==> config.mk <==
export PLATFORM = sky130hd
export DESIGN_NAME = i2c_mem_seq
export DESIGN_NICKNAME = d
export VERILOG_FILES = /design/src/rtl/i2c_mem_seq.sv
export SDC_FILE = /design/constraint.sdc
export NUM_CORES = 1
export LEC_CHECK = 0
export BUFFER_PORTS_ARGS = -buffer_cell sky130_fd_sc_hd__buf_2
export CAP_MARGIN = 20
export CORE_MARGIN = 4
export CORE_UTILIZATION = 25
export CTS_BUF_LIST = sky130_fd_sc_hd__clkbuf_8
export DETAILED_ROUTE_END_ITERATION = 10
export GPL_ROUTABILITY_DRIVEN = 0
export MAX_ROUTING_LAYER = met4
export PLACE_DENSITY = 0.56
export REMOVE_ABC_BUFFERS = 1
export SLEW_MARGIN = 40
export SYNTH_ARGS = -nofsm -noshare
export SYNTH_HDL_FRONTEND = slang
export SYNTH_SLANG_ARGS = --single-unit
export TNS_END_PERCENT = 10
==> constraint.sdc <==
create_clock -name clk -period 1.9 [get_ports clk]
set_clock_uncertainty 0.05 [all_clocks]
set_input_delay 0.19 -clock clk [delete_from_list [all_inputs] [get_ports clk]]
set_output_delay 0.19 -clock clk [all_outputs]
set_load 0.02 [all_outputs]
==> src/rtl/i2c_mem_seq.sv <==
module i2c_mem_seq #(
  parameter int MAX_ALEN = 4,
  parameter int CNT_W = 8,
  parameter int FAIL_W = 8,
  localparam int AL_W = $clog2(MAX_ALEN + 1),
  localparam int MA_W = 8 * MAX_ALEN
) (
  input  logic              clk,
  input  logic              rst_n,
  input  logic              start,
  input  logic [1:0]        op,
  input  logic [6:0]        dev_addr,
  input  logic [MA_W-1:0]   mem_addr,
  input  logic [AL_W-1:0]   alen,
  input  logic [CNT_W-1:0]  nbytes,
  input  logic              rep_start,
  input  logic [6:0]        ovf_mask,
  output logic              busy,
  output logic              done,
  output logic              err,
  output logic              present,
  output logic [FAIL_W-1:0] fail_cnt,
  output logic              cmd_valid,
  input  logic              cmd_ready,
  output logic [1:0]        cmd_op,
  output logic [7:0]        cmd_byte,
  output logic              cmd_nack,
  input  logic              cmd_done,
  input  logic              done_nack,
  input  logic [7:0]        done_rdata,
  output logic              rd_valid,
  input  logic              rd_ready,
  output logic [7:0]        rd_data,
  input  logic              wr_valid,
  output logic              wr_ready,
  input  logic [7:0]        wr_data
);
  localparam logic [1:0] C_START = 2'd0, C_STOP = 2'd1, C_WRITE = 2'd2, C_READ = 2'd3;

  typedef enum logic [3:0] {
    S_IDLE, S_START1, S_DEVW, S_MADDR, S_MSTOP, S_START2,
    S_DEVR, S_RDATA, S_RPUSH, S_WDATA, S_STOP, S_FIN
  } state_t;

  state_t st;
  logic [1:0] op_q;
  logic [6:0] dev_q;
  logic [MA_W-1:0] addr_q;
  logic [AL_W-1:0] alen_q, idx;
  logic [CNT_W-1:0] rem;
  logic rep_q, wt, have;
  logic [7:0] wbyte, rdbuf;
  logic c_has;

  wire is_rd = (op_q == 2'b01);
  wire is_probe = (op_q == 2'b00);

  logic [MA_W-1:0] hi_bits;
  assign hi_bits = mem_addr >> (8 * int'(alen));
  wire [6:0] dev_fold = (op == 2'b00) ? dev_addr : (dev_addr | (hi_bits[6:0] & ovf_mask));

  always_comb begin
    c_has = 1'b1;
    cmd_op = C_WRITE;
    cmd_byte = 8'h00;
    cmd_nack = 1'b0;
    case (st)
      S_START1, S_START2: cmd_op = C_START;
      S_MSTOP, S_STOP:    cmd_op = C_STOP;
      S_DEVW:  cmd_byte = {dev_q, 1'b0};
      S_DEVR:  cmd_byte = {dev_q, 1'b1};
      S_MADDR: cmd_byte = addr_q[8*int'(idx) +: 8];
      S_WDATA: cmd_byte = wbyte;
      S_RDATA: begin
        cmd_op = C_READ;
        cmd_nack = (rem == CNT_W'(1));
      end
      default: c_has = 1'b0;
    endcase
  end

  assign cmd_valid = c_has && !wt && (st != S_WDATA || have);
  assign busy = (st != S_IDLE);
  assign done = (st == S_FIN);
  assign rd_valid = (st == S_RPUSH);
  assign rd_data = rdbuf;
  assign wr_ready = (st == S_WDATA) && !have;

  always_ff @(posedge clk or negedge rst_n) begin
    if (!rst_n) begin
      st <= S_IDLE;
      op_q <= 2'b00;
      dev_q <= '0;
      addr_q <= '0;
      alen_q <= '0;
      idx <= '0;
      rem <= '0;
      rep_q <= 1'b0;
      wt <= 1'b0;
      have <= 1'b0;
      wbyte <= '0;
      rdbuf <= '0;
      err <= 1'b0;
      present <= 1'b0;
      fail_cnt <= '0;
    end else if (st == S_IDLE) begin
      if (start) begin
        op_q <= op;
        dev_q <= dev_fold;
        addr_q <= mem_addr;
        alen_q <= alen;
        rem <= nbytes;
        rep_q <= rep_start;
        err <= 1'b0;
        present <= 1'b0;
        fail_cnt <= '0;
        wt <= 1'b0;
        have <= 1'b0;
        st <= S_START1;
      end
    end else begin
      if (cmd_valid && cmd_ready) wt <= 1'b1;
      if (st == S_WDATA && !have && wr_valid) begin
        wbyte <= wr_data;
        have <= 1'b1;
      end
      if (st == S_RPUSH && rd_ready) st <= (rem == '0) ? S_STOP : S_RDATA;
      if (st == S_FIN) st <= S_IDLE;
      if (wt && cmd_done) begin
        wt <= 1'b0;
        case (st)
          S_START1: st <= (is_rd && alen_q == '0) ? S_DEVR : S_DEVW;
          S_DEVW: begin
            if (done_nack) begin
              err <= 1'b1;
              st <= S_STOP;
            end else if (is_probe) begin
              present <= 1'b1;
              st <= S_STOP;
            end else if (alen_q != '0) begin
              idx <= alen_q - 1'b1;
              st <= S_MADDR;
            end else begin
              st <= (rem == '0) ? S_STOP : S_WDATA;
            end
          end
          S_MADDR: begin
            if (done_nack) begin
              err <= 1'b1;
              st <= S_FIN;
            end else if (idx != '0) begin
              idx <= idx - 1'b1;
            end else if (is_rd) begin
              st <= rep_q ? S_START2 : S_MSTOP;
            end else begin
              st <= (rem == '0) ? S_STOP : S_WDATA;
            end
          end
          S_MSTOP:  st <= S_START2;
          S_START2: st <= S_DEVR;
          S_DEVR:   st <= (rem == '0) ? S_STOP : S_RDATA;
          S_RDATA: begin
            rdbuf <= done_rdata;
            rem <= rem - 1'b1;
            st <= S_RPUSH;
          end
          S_WDATA: begin
            have <= 1'b0;
            fail_cnt <= fail_cnt + FAIL_W'(done_nack);
            rem <= rem - 1'b1;
            st <= (rem == CNT_W'(1)) ? S_STOP : S_WDATA;
          end
          S_STOP: st <= S_FIN;
          default: st <= st;
        endcase
      end
    end
  end
endmodule

==> key figures, run 1 <==
Cells and area
  • Layout area overhead: 42.5%
  • Share of layout cells above drive strength 1: 0.358
  • FF/Latch Area: 2210 um^2
  • Area taken by multi-input logic gates: 2580 um^2
  • Nets: 801
  • Fill count: 1969
  • Design area: around 7000 um^2

Hold path
  • Hold Path Stages: 3
  • Worst hold path class: in2reg
  • Worst hold path startpoint: dev_addr[4]
  • Hold EP: dev_q[4]

Power and ir drop
  • Cell Pwr Density: 1360 nW/um^2
  • Cell leakage power: 3.33 nW
  • Max VDD drop: 0.000601 V

Routing
  • 1st-iter DRT viols: 321
  • Remaining DRCs: 0
  • Vias: 4621
  • Number of antenna-violating nets in the routed design: 0
  • First drt pass iteration count: 5
  • Drt via density: between 4 and 5
  • Drt wl/cell: approximately 16 um
  • Routed WL: 15.8 mm

Critical path
  • Cell chain of the critical path: buf_12 > mux4_2 > a222oi_1 > inv_1 > buf_6
  • Crit path required time: 1660 ps
  • Crit end category: primary output
  • Critical path buffers and inverters: 3
  • CP peak stage delay: 520 ps
  • Worst path depth: 5
  • Critical R2R Capture: fail_cnt[7]
  • Flop-to-flop setup slack: 30 ps
  • CP top delay family: multiplexers
  • Setup CP Type: reg2out
  • FF-to-FF Start: st[1]
  • Slowest-stage cell, CP: mux4_2
  • Startpoint types: register
  • Critical Path AT: 2120 ps
  • CP max FO: 6
  • Worst setup path startpoint: idx[0]
  • Worst Reg-to-Reg Cells: 6

Logic synthesis
  • Unique cell type count in the Yosys netlist: 69
  • Synth async-reset ratio: 1.00
  • Ys Warns: 0
  • Post-Synth Simple-Gate Area: 0.226
  • Post-synthesis xor/xnor area fraction: 0.0107
  • Synth top area share: 0.449
  • Post-synth top cells: 141 x nand2_1, 88 x dfrtp_1, 31 x nor2_1, 23 x o21ai_0, 20 x a21oi_1
  • Mapped cell area: 4900 um^2
  • Synth Register Bits: 88
  • Main flop type after synthesis: dfrtp_1
  • Largest family of logic cells by synthesized area: simple AND/OR/NAND/NOR gates
  • Compound-gate portion of the synthesized area: 0.143
  • Syn Area/Cell: between 9 and 10 um^2
  • Post-synth EDFFs: 0
  • Cell with the most instances after synthesis: nand2_1
  • Adder-cell share of the synthesized area: 0.0128
  • Synthesized instance count: 510
  • Seq/Total Area, Yosys: 0.449
  • Largest cells by area after synthesis: dfrtp_1 45%, nand2_1 11%, mux4_2 6.9%
  • Multiplexer area fraction after synthesis: 0.114
  • Post-synth top area cell: dfrtp_1

CTS
  • Max Root-Sink Buffers: 2
  • Clock-pin slew on the worst setup and hold paths: roughly 110 ps
  • H-tree level count: 3
  • Clock Sinks: 88
  • TritonCTS clock tree: yes
  • CTS buffer count: 9
  • CTS Root Buffer Type: clkbuf_8
  • Later-pin clock latency in the skew report: 380 ps

STA
  • Final setup margin: -464 ps
  • Final Hold Vio Count: 0
  • F_max: 0.423 GHz
  • Worst rel slew slack: 0.490
  • Hold_ws: 14.2 ps
  • Slew Viols, Final: 0
  • Final setup viols: 12
  • Slew @ Worst Pin: 762 ps
  • Fin crit period: 2360 ps
  • Period utilization: 1.24
  • RSZ-0062 raised after global routing: true

Flow run
  • Max_cap viols: 0

Floorplan
  • Io pins: 118
  • Die width: 148 um
  • Site Rows: 50
  • DIE AREA: around 22000 um^2
  • Die height: 148 um
  • Core area: 19000 um^2
  • Initial core utilization: 0.258

Placed design
  • Area post-placement: 6090 um^2
  • Post-DP HPWL: 11.1 mm
  • Input/output buffers: 117

Global route
  • Vias in the first global route: 4794
  • Initial antenna violation count: 1
  • First-pass GRT wire length: around 25 mm
  • Largest net degree at the start of global routing: 54
  • Total grt overflow: 0
  • GRT Overall Usage: 0.149

Run status
  • Failing checks: setup timing
  • Status: complete, but fails checks
==> where the power goes <==
part | internal (mW) | total (mW) | switching [mW]
clock | 0.531 | 1.31 | 0.778
combinational | 2.31 | 4.96 | 2.66
sequential | 2.64 | 3.20 | 0.555
==> worst reg2reg max path, cell delays in order, from the launching register on <==
cell and delay, ps:
dfrtp_1 410, buf_12 160, nor4_4 390, a22oi_2 230
and4bb_2 350, xnor2_1 110, nor2_1 50
==> layer usage <==
metal / up-vias / wire, um / share of wire / track usage
li1: 2225 / - / - / -
met1: 2224 / 7100 / 0.45 / 0.194
met2: 156 / 7580 / 0.48 / 0.240
met3: 16 / 948 / 0.060 / 0.0363
met4: 0 / 210 / 0.013 / 0.0296
met5: - / 0 / 0 / -
==> timing repair <==
action                                  in CTS  in global routing
pin swaps                                    3                 12
hold buffers                                53                  0
endpoints found under the setup margin      19                 36
gates resized for setup                     15                 32
hold endpoints to repair                    94                  0
setup buffers                                0                  1
==> worst max path at each step <==
stage | to | slack (ps)
5_1_grt | cmd_byte[6] | -570
4_1_cts | cmd_byte[2] | -430
3_5_place_dp | idx[2] | -60
3_3_place_gp | idx[2] | -50
6_report | cmd_byte[5] | -460
2_1_floorplan | dev_q[0] | -860
==> layout make-up <==
cell class | instances | share of cell area
timing repair buffer | 221 | 0.233
sequential | 88 | 0.316
clock inverter | 6 | 0.00716
multi-input combinational | 379 | 0.369
inverter | 13 | 0.00806
antenna | 1 | 0.000358
tap | 260 | 0.0466
clock buffer | 10 | 0.0197
==> flip-flops by register name, indices dropped and copies added (netlist names) <==
signal / cells
fail_cnt: 8
dev_q: 7
addr_q: 32
rd_data: 8
idx: 3
err: 1
rep_q: 1
op_q: 2
alen_q: 3
st: 4
present: 1
wbyte: 8
wt: 1
rem: 8
have: 1
==> logic make-up (layout without fill, tap and decap cells) <==
kind of cell | Yosys count | in the layout
and+or+nand+nor | 232 | 232
muxes | 35 | 35
xor gates and xnor gates | 6 | 6
DFF | 88 | 88
adders and majority gates | 5 | 5
buffers and inverters | 43 | 250
AOI/OAI and AO/OA | 101 | 101
other | 0 | 1
==> metrics by stage <==
step / cells / setup slack (ps) / total power [mW] / utilization / TNS, ps
after global routing: 978 / -573 / 10.2 / 0.367 / -5030
after detailed placement: 907 / -58.5 / 7.75 / 0.320 / -58.5
after global placement: 907 / -46.8 / 7.72 / 0.320 / -46.8
final: 978 / -464 / 9.47 / 0.367 / -3610
after CTS: 976 / -433 / 9.27 / 0.361 / -3850
after floorplan: 480 / -857 / 5.88 / - / -46350
==> cell usage in the layout (no fill, tap or decap), drive strengths merged, types with 4 or more instances in the layout <==
master and count:
nand4 4, ha 5, o22ai 4, a211oi 4
nor2 32, nand2b 6, dfrtp 88, o21ai 25
inv 15, mux2 17, nor4 5, buf 168
a31oi 8, a21oi 20, mux4 15, nor2b 6
a222oi 7, dlygate4sd3 53, nand3 6, nor3 18
nand2 142, clkbuf 10
(Power assumes the default switching activity.)
==> inputs of run 2 (changes only) <==
--- a/config.mk
+++ b/config.mk
@@ -13,8 +13,9 @@
 export DETAILED_ROUTE_END_ITERATION = 10
 export GPL_ROUTABILITY_DRIVEN = 0
 export MAX_ROUTING_LAYER = met4
-export PLACE_DENSITY = 0.56
+export PLACE_DENSITY = 0.54
 export REMOVE_ABC_BUFFERS = 1
+export SKIP_CTS_REPAIR_TIMING = 1
 export SLEW_MARGIN = 40
 export SYNTH_ARGS = -nofsm -noshare
 export SYNTH_HDL_FRONTEND = slang
==> constraint.sdc (replaced) <==
create_clock -name clk -period 2.3 [get_ports clk]
set_clock_uncertainty 0.05 [all_clocks]
set_input_delay 0.23 -clock clk [delete_from_list [all_inputs] [get_ports clk]]
set_output_delay 0.23 -clock clk [all_outputs]
set_load 0.02 [all_outputs]
==> run 2 against run 1 <==
  * The flow still finishes with violations (setup timing)
  * Critical path depth unchanged
  * Largest cell class unchanged
  * Non-clock buffer count decreased by 82
  * Highest routed layer unchanged
  * Hold slack improved by 4.2 ps
  * Total power decreased by 24%
  * Flip-flop and latch count unchanged
==> key figures, run 2 (synthesis gave the netlist of run 1 again) <==
Cells and area
  • Max FFs per register: 32
  • Layout area overhead: 24.0%
  • Design area: 6080 um^2
  • Finished Core Util: 0.320
  • Most flops, register: addr_q
  • Commonest cells after routing, fill and taps aside: 140 x nand2_1, 116 x buf_2, 84 x dfrtp_1
  • Share of layout cells above drive strength 1: 0.340
  • Most common cell after layout, fill and taps aside: nand2_1
  • Nets: 719
  • Post-route insts no fill: approximately 890

Global route
  • First-pass GRT wire length: 23.2 mm
  • GRT Overall Usage: 0.135
  • Initial antenna violation count: 0
  • Largest net degree at the start of global routing: 58
  • Total grt overflow: 0
  • Vias in the first global route: 4193

STA
  • Final setup margin: -21.7 ps
  • Slew Viols, Final: 0
  • RSZ-0062 raised after global routing: true
  • Slew @ Worst Pin: roughly 550 ps
  • Final Hold Vio Count: 0
  • Fin crit period: 2320 ps
  • Hold_ws: between 15 and 20 ps
  • Period utilization: 1.01
  • Final setup viols: 1
  • F_max: between 0.4 and 0.5 GHz
  • Worst rel slew slack: 0.631
  • Setup TNS: -21.7 ps

Power and ir drop
  • Max VDD drop: about 0.00045 V
  • Power Total: approximately 7.2 mW
  • Cell leakage power: just under 3 nW
  • Cell Pwr Density: 1180 nW/um^2

Critical path
  • Crit end category: primary output
  • Startpoint types: register
  • Crit path required time: between 2000 and 2500 ps
  • Slowest-stage cell, CP: mux4_2
  • Flop-to-flop setup slack: 290 ps
  • Critical R2R Capture: st[2]
  • Setup CP Type: reg2out
  • Cell chain of the critical path: buf_12 > mux4_2 > a222oi_1 > inv_1 > buf_2
  • CP peak stage delay: 500 ps
  • FF-to-FF Start: st[2]
  • CP max FO: 11
  • Critical Path AT: a little over 2000 ps
  • Worst Reg-to-Reg Cells: 6

CTS
  • Clock Sinks: 88
  • CTS buffer count: 9
  • Later-pin clock latency in the skew report: 360 ps
  • TritonCTS clock tree: yes
  • CTS Root Buffer Type: clkbuf_8
  • Clock-pin slew on the worst setup and hold paths: 100 ps
  • Max Root-Sink Buffers: 2
  • H-tree level count: 3

Routing
  • Number of antenna-violating nets in the routed design: 0
  • Remaining DRCs: 0
  • Vias: roughly 4200
  • Drt via density: 4.73
  • 1st-iter DRT viols: between 300 and 400
  • Drt wl/cell: ~16 um
  • First drt pass iteration count: 6
  • Routed WL: 14.4 mm

Hold path
  • Hold Path Stages: 3
  • Hold EP: rep_q
  • Worst hold path startpoint: rep_start
  • Worst hold path class: in2reg

Placed design
  • Placed insts: between 800 and 900
  • Post-DP HPWL: 10.7 mm
  • Pre-CTS WS: 241 ps
  • Input/output buffers: 117
  • Area post-placement: a little under 6000 um^2

Floorplan
  • Site Rows: 50
  • Die height: between 100 and 150 um
  • Core area: between 15000 and 20000 um^2
  • DIE AREA: ~22000 um^2
  • Initial core utilization: 0.258
  • Die width: roughly 150 um
  • Io pins: 118

Run status
  • Status: complete, but fails checks
  • Failing checks: setup timing

Flow run
  • Max_cap viols: 0
run 2: layer usage:
metal  share of wire  GRT usage
met4          0.0067     0.0194
met2            0.44      0.204
met3           0.062     0.0274
met5               0          -
met1            0.49      0.193
run 2: layout make-up:
class | instances | area [um^2]
fillers | 2067 | 12900
multi-input cells | 379 | 2510
flip-flops and latches | 88 | 2210
repair buffers | 139 | 793
well taps | 260 | 325
clock buffers | 10 | 138
clock inverters | 4 | 53.8
inverters | 13 | 48.8
diodes | 1 | 2.50
run 2: worst max-delay path: cells and delay by family (launching register included):
| family | cells | cell delay (ps) |
|---|---|---|
| muxes | 1 | 500 |
| AOI/OAI and AO/OA | 1 | 410 |
| buffers and inverters | 3 | 400 |
| DFF | 1 | 380 |
run 2: how the worst max path moves through the flow:
stage / startpoint / to / slack, ps / cells past startpoint
floorplan: st[3] / dev_q[0] / -460 / 4
global placement: st[2] / st[2] / 210 / 6
detailed placement: idx[1] / idx[2] / 240 / 5
CTS: st[3] / cmd_byte[4] / -110 / 7
global route: idx[0] / cmd_byte[6] / -130 / 5
finish: idx[0] / cmd_byte[4] / -20 / 5
run 2: report_power, final:
group          switching (mW)  leakage [nW]  internal, mW
clock network           0.571        0.0909         0.525
registers               0.523          1.11          2.19
logic                    1.94          1.71          1.46
total                    3.03          2.91          4.17
==> inputs of run 3 (changes only) <==
--- a/config.mk
+++ b/config.mk
@@ -8,14 +8,15 @@
 export BUFFER_PORTS_ARGS = -buffer_cell sky130_fd_sc_hd__buf_2
 export CAP_MARGIN = 20
 export CORE_MARGIN = 4
-export CORE_UTILIZATION = 25
+export CORE_UTILIZATION = 40
 export CTS_BUF_LIST = sky130_fd_sc_hd__clkbuf_8
 export DETAILED_ROUTE_END_ITERATION = 10
 export GPL_ROUTABILITY_DRIVEN = 0
 export MAX_ROUTING_LAYER = met4
-export PLACE_DENSITY = 0.54
+export PLACE_DENSITY = 0.74
 export REMOVE_ABC_BUFFERS = 1
 export SKIP_CTS_REPAIR_TIMING = 1
+export SKIP_LAST_GASP = 1
 export SLEW_MARGIN = 40
 export SYNTH_ARGS = -nofsm -noshare
 export SYNTH_HDL_FRONTEND = slang
==> run 3 against run 2 <==
  * The run now ends clean
  * Non-clock buffer count rose by 3
  * Core utilization rose by 17 points
  * Sequential power barely moved
  * Die area fell by 36%
  * Flip-flop and latch count did not move
  * Largest power group unchanged
  * Highest routed layer unchanged
  * Critical path depth did not move
  * Via count rose by 5.1%
==> key figures, run 3 (synthesis gave the netlist of run 1 again) <==
Run status
  • Status: completed

Placed design
  • Input/output buffers: 117
  • Pre-CTS WS: roughly 230 ps
  • Post-DP HPWL: around 10 mm

STA
  • Period utilization: 0.995
  • F_max: 0.437 GHz
  • Final setup margin: 11.4 ps
  • RSZ-0062 raised after global routing: true
  • Worst rel slew slack: 0.495
  • Final Hold Vio Count: 0
  • Slew Viols, Final: 0
  • Slew @ Worst Pin: 755 ps
  • Hold_ws: about 3.6 ps
  • Final setup viols: 0
  • Fin crit period: 2290 ps

CTS
  • CTS buffer count: 9
  • Later-pin clock latency in the skew report: 360 ps
  • Max Root-Sink Buffers: 2
  • CTS Root Buffer Type: clkbuf_8
  • TritonCTS clock tree: yes
  • Clock Sinks: 88
  • H-tree level count: 3
  • Clock-pin slew on the worst setup and hold paths: around 90 ps

Floorplan
  • Die width: 119 um
  • Initial core utilization: 0.408
  • DIE AREA: 14100 um^2
  • Die height: roughly 120 um
  • Io pins: around 120
  • Site Rows: 40
  • Core area: 12000 um^2

Critical path
  • Crit path required time: 2020 ps
  • Setup CP Type: reg2out
  • CP top delay family: multiplexers
  • Cell chain of the critical path: buf_12 > mux4_2 > a222oi_1 > inv_1 > buf_2
  • Critical Path AT: 2010 ps
  • CP peak stage delay: 510 ps
  • Startpoint types: register
  • Slowest-stage cell, CP: mux4_2
  • CP max FO: 7
  • Crit end category: primary output
  • Critical path buffers and inverters: 3

Global route
  • Vias in the first global route: between 4000 and 5000
  • Total grt overflow: 0
  • Initial antenna violation count: 0
  • GRT Overall Usage: 0.198
  • Largest net degree at the start of global routing: 54
  • First-pass GRT wire length: roughly 22 mm

Routing
  • First drt pass iteration count: 5
  • Drt wl/cell: 17.0 um
  • 1st-iter DRT viols: 291
  • Number of antenna-violating nets in the routed design: 0
  • Drt via density: around 5.7
  • Vias: 4440
  • Remaining DRCs: 0
  • Routed WL: 13.3 mm

Cells and area
  • Nets: about 720
  • Area taken by multi-input logic gates: 2490 um^2
  • Share of layout cells above drive strength 1: 0.331
  • FF/Latch Area: 2210 um^2
  • Most common cell after layout, fill and taps aside: nand2_1
  • Max FFs per register: 32
  • Diodes inserted: 0
  • Commonest cells after routing, fill and taps aside: 141 x nand2_1, 116 x buf_2, 85 x dfrtp_1
  • Fill count: 1138
  • Layout area overhead: 20.9%
  • Most flops, register: addr_q

Flow run
  • Max_cap viols: 0

Power and ir drop
  • Cell Pwr Density: 1190 nW/um^2
  • Cell leakage power: 2.92 nW
  • Max VDD drop: about 0.00070 V

Hold path
  • Worst hold path class: in2reg
==> run 3: stage by stage <==
step,setup TNS (ps),power [mW],instance area (um^2),cells,util
6_report,0,7.04,5930,785,0.494
3_3_place_gp,0,5.92,5710,766,0.476
4_1_cts,-836,7.05,5890,782,0.490
5_1_grt,-658,7.57,5930,785,0.494
2_1_floorplan,-18910,4.86,4740,480,-
3_5_place_dp,0,6.04,5710,766,0.476
==> run 3: path summary, 6_finish.rpt <==
kind                       slack [ps]       start  cells after the start     endpoint
max reg2reg                       240      idx[0]                      5       idx[0]
min reg2reg                       420  addr_q[20]                      2   addr_q[20]
max                                10      idx[0]                      5  cmd_byte[1]
min                                 4   rep_start                      3        rep_q
max in group asynchronous        1290       rst_n                      3  fail_cnt[1]
min in group asynchronous         280       rst_n                      2     wbyte[3]
==> run 3: metal layers <==
metal,routed length (um),global-route usage,up-vias
met5,0,-,-
met4,308,0.0587,0
met3,1110,0.0522,31
met2,6320,0.316,226
met1,5590,0.249,2118
li1,-,-,2065
==> run 3: area by class of cell <==
type | instances | share of cell area
Clock inverter | 6 | 0.00633
Multi-Input combinational cell | 379 | 0.421
Timing Repair Buffer | 142 | 0.138
Inverter | 13 | 0.00823
Tap cell | 147 | 0.0310
Sequential cell | 88 | 0.372
Clock buffer | 10 | 0.0232
==> run 3: where the power goes <==
part,internal (mW),leakage [nW],switching (mW)
Clock,0.417,0.0948,0.567
Combinational,1.44,1.72,1.89
Sequential,2.18,1.11,0.542
Total,4.04,2.92,3.00
==> run 3: worst register-to-register path, cell delays in order, from the launching register on <==
cell	delay, ps
dfrtp_1	420
buf_4	170
nor3_2	440
nor3_1	90
o21ai_1	400
mux2_2	390
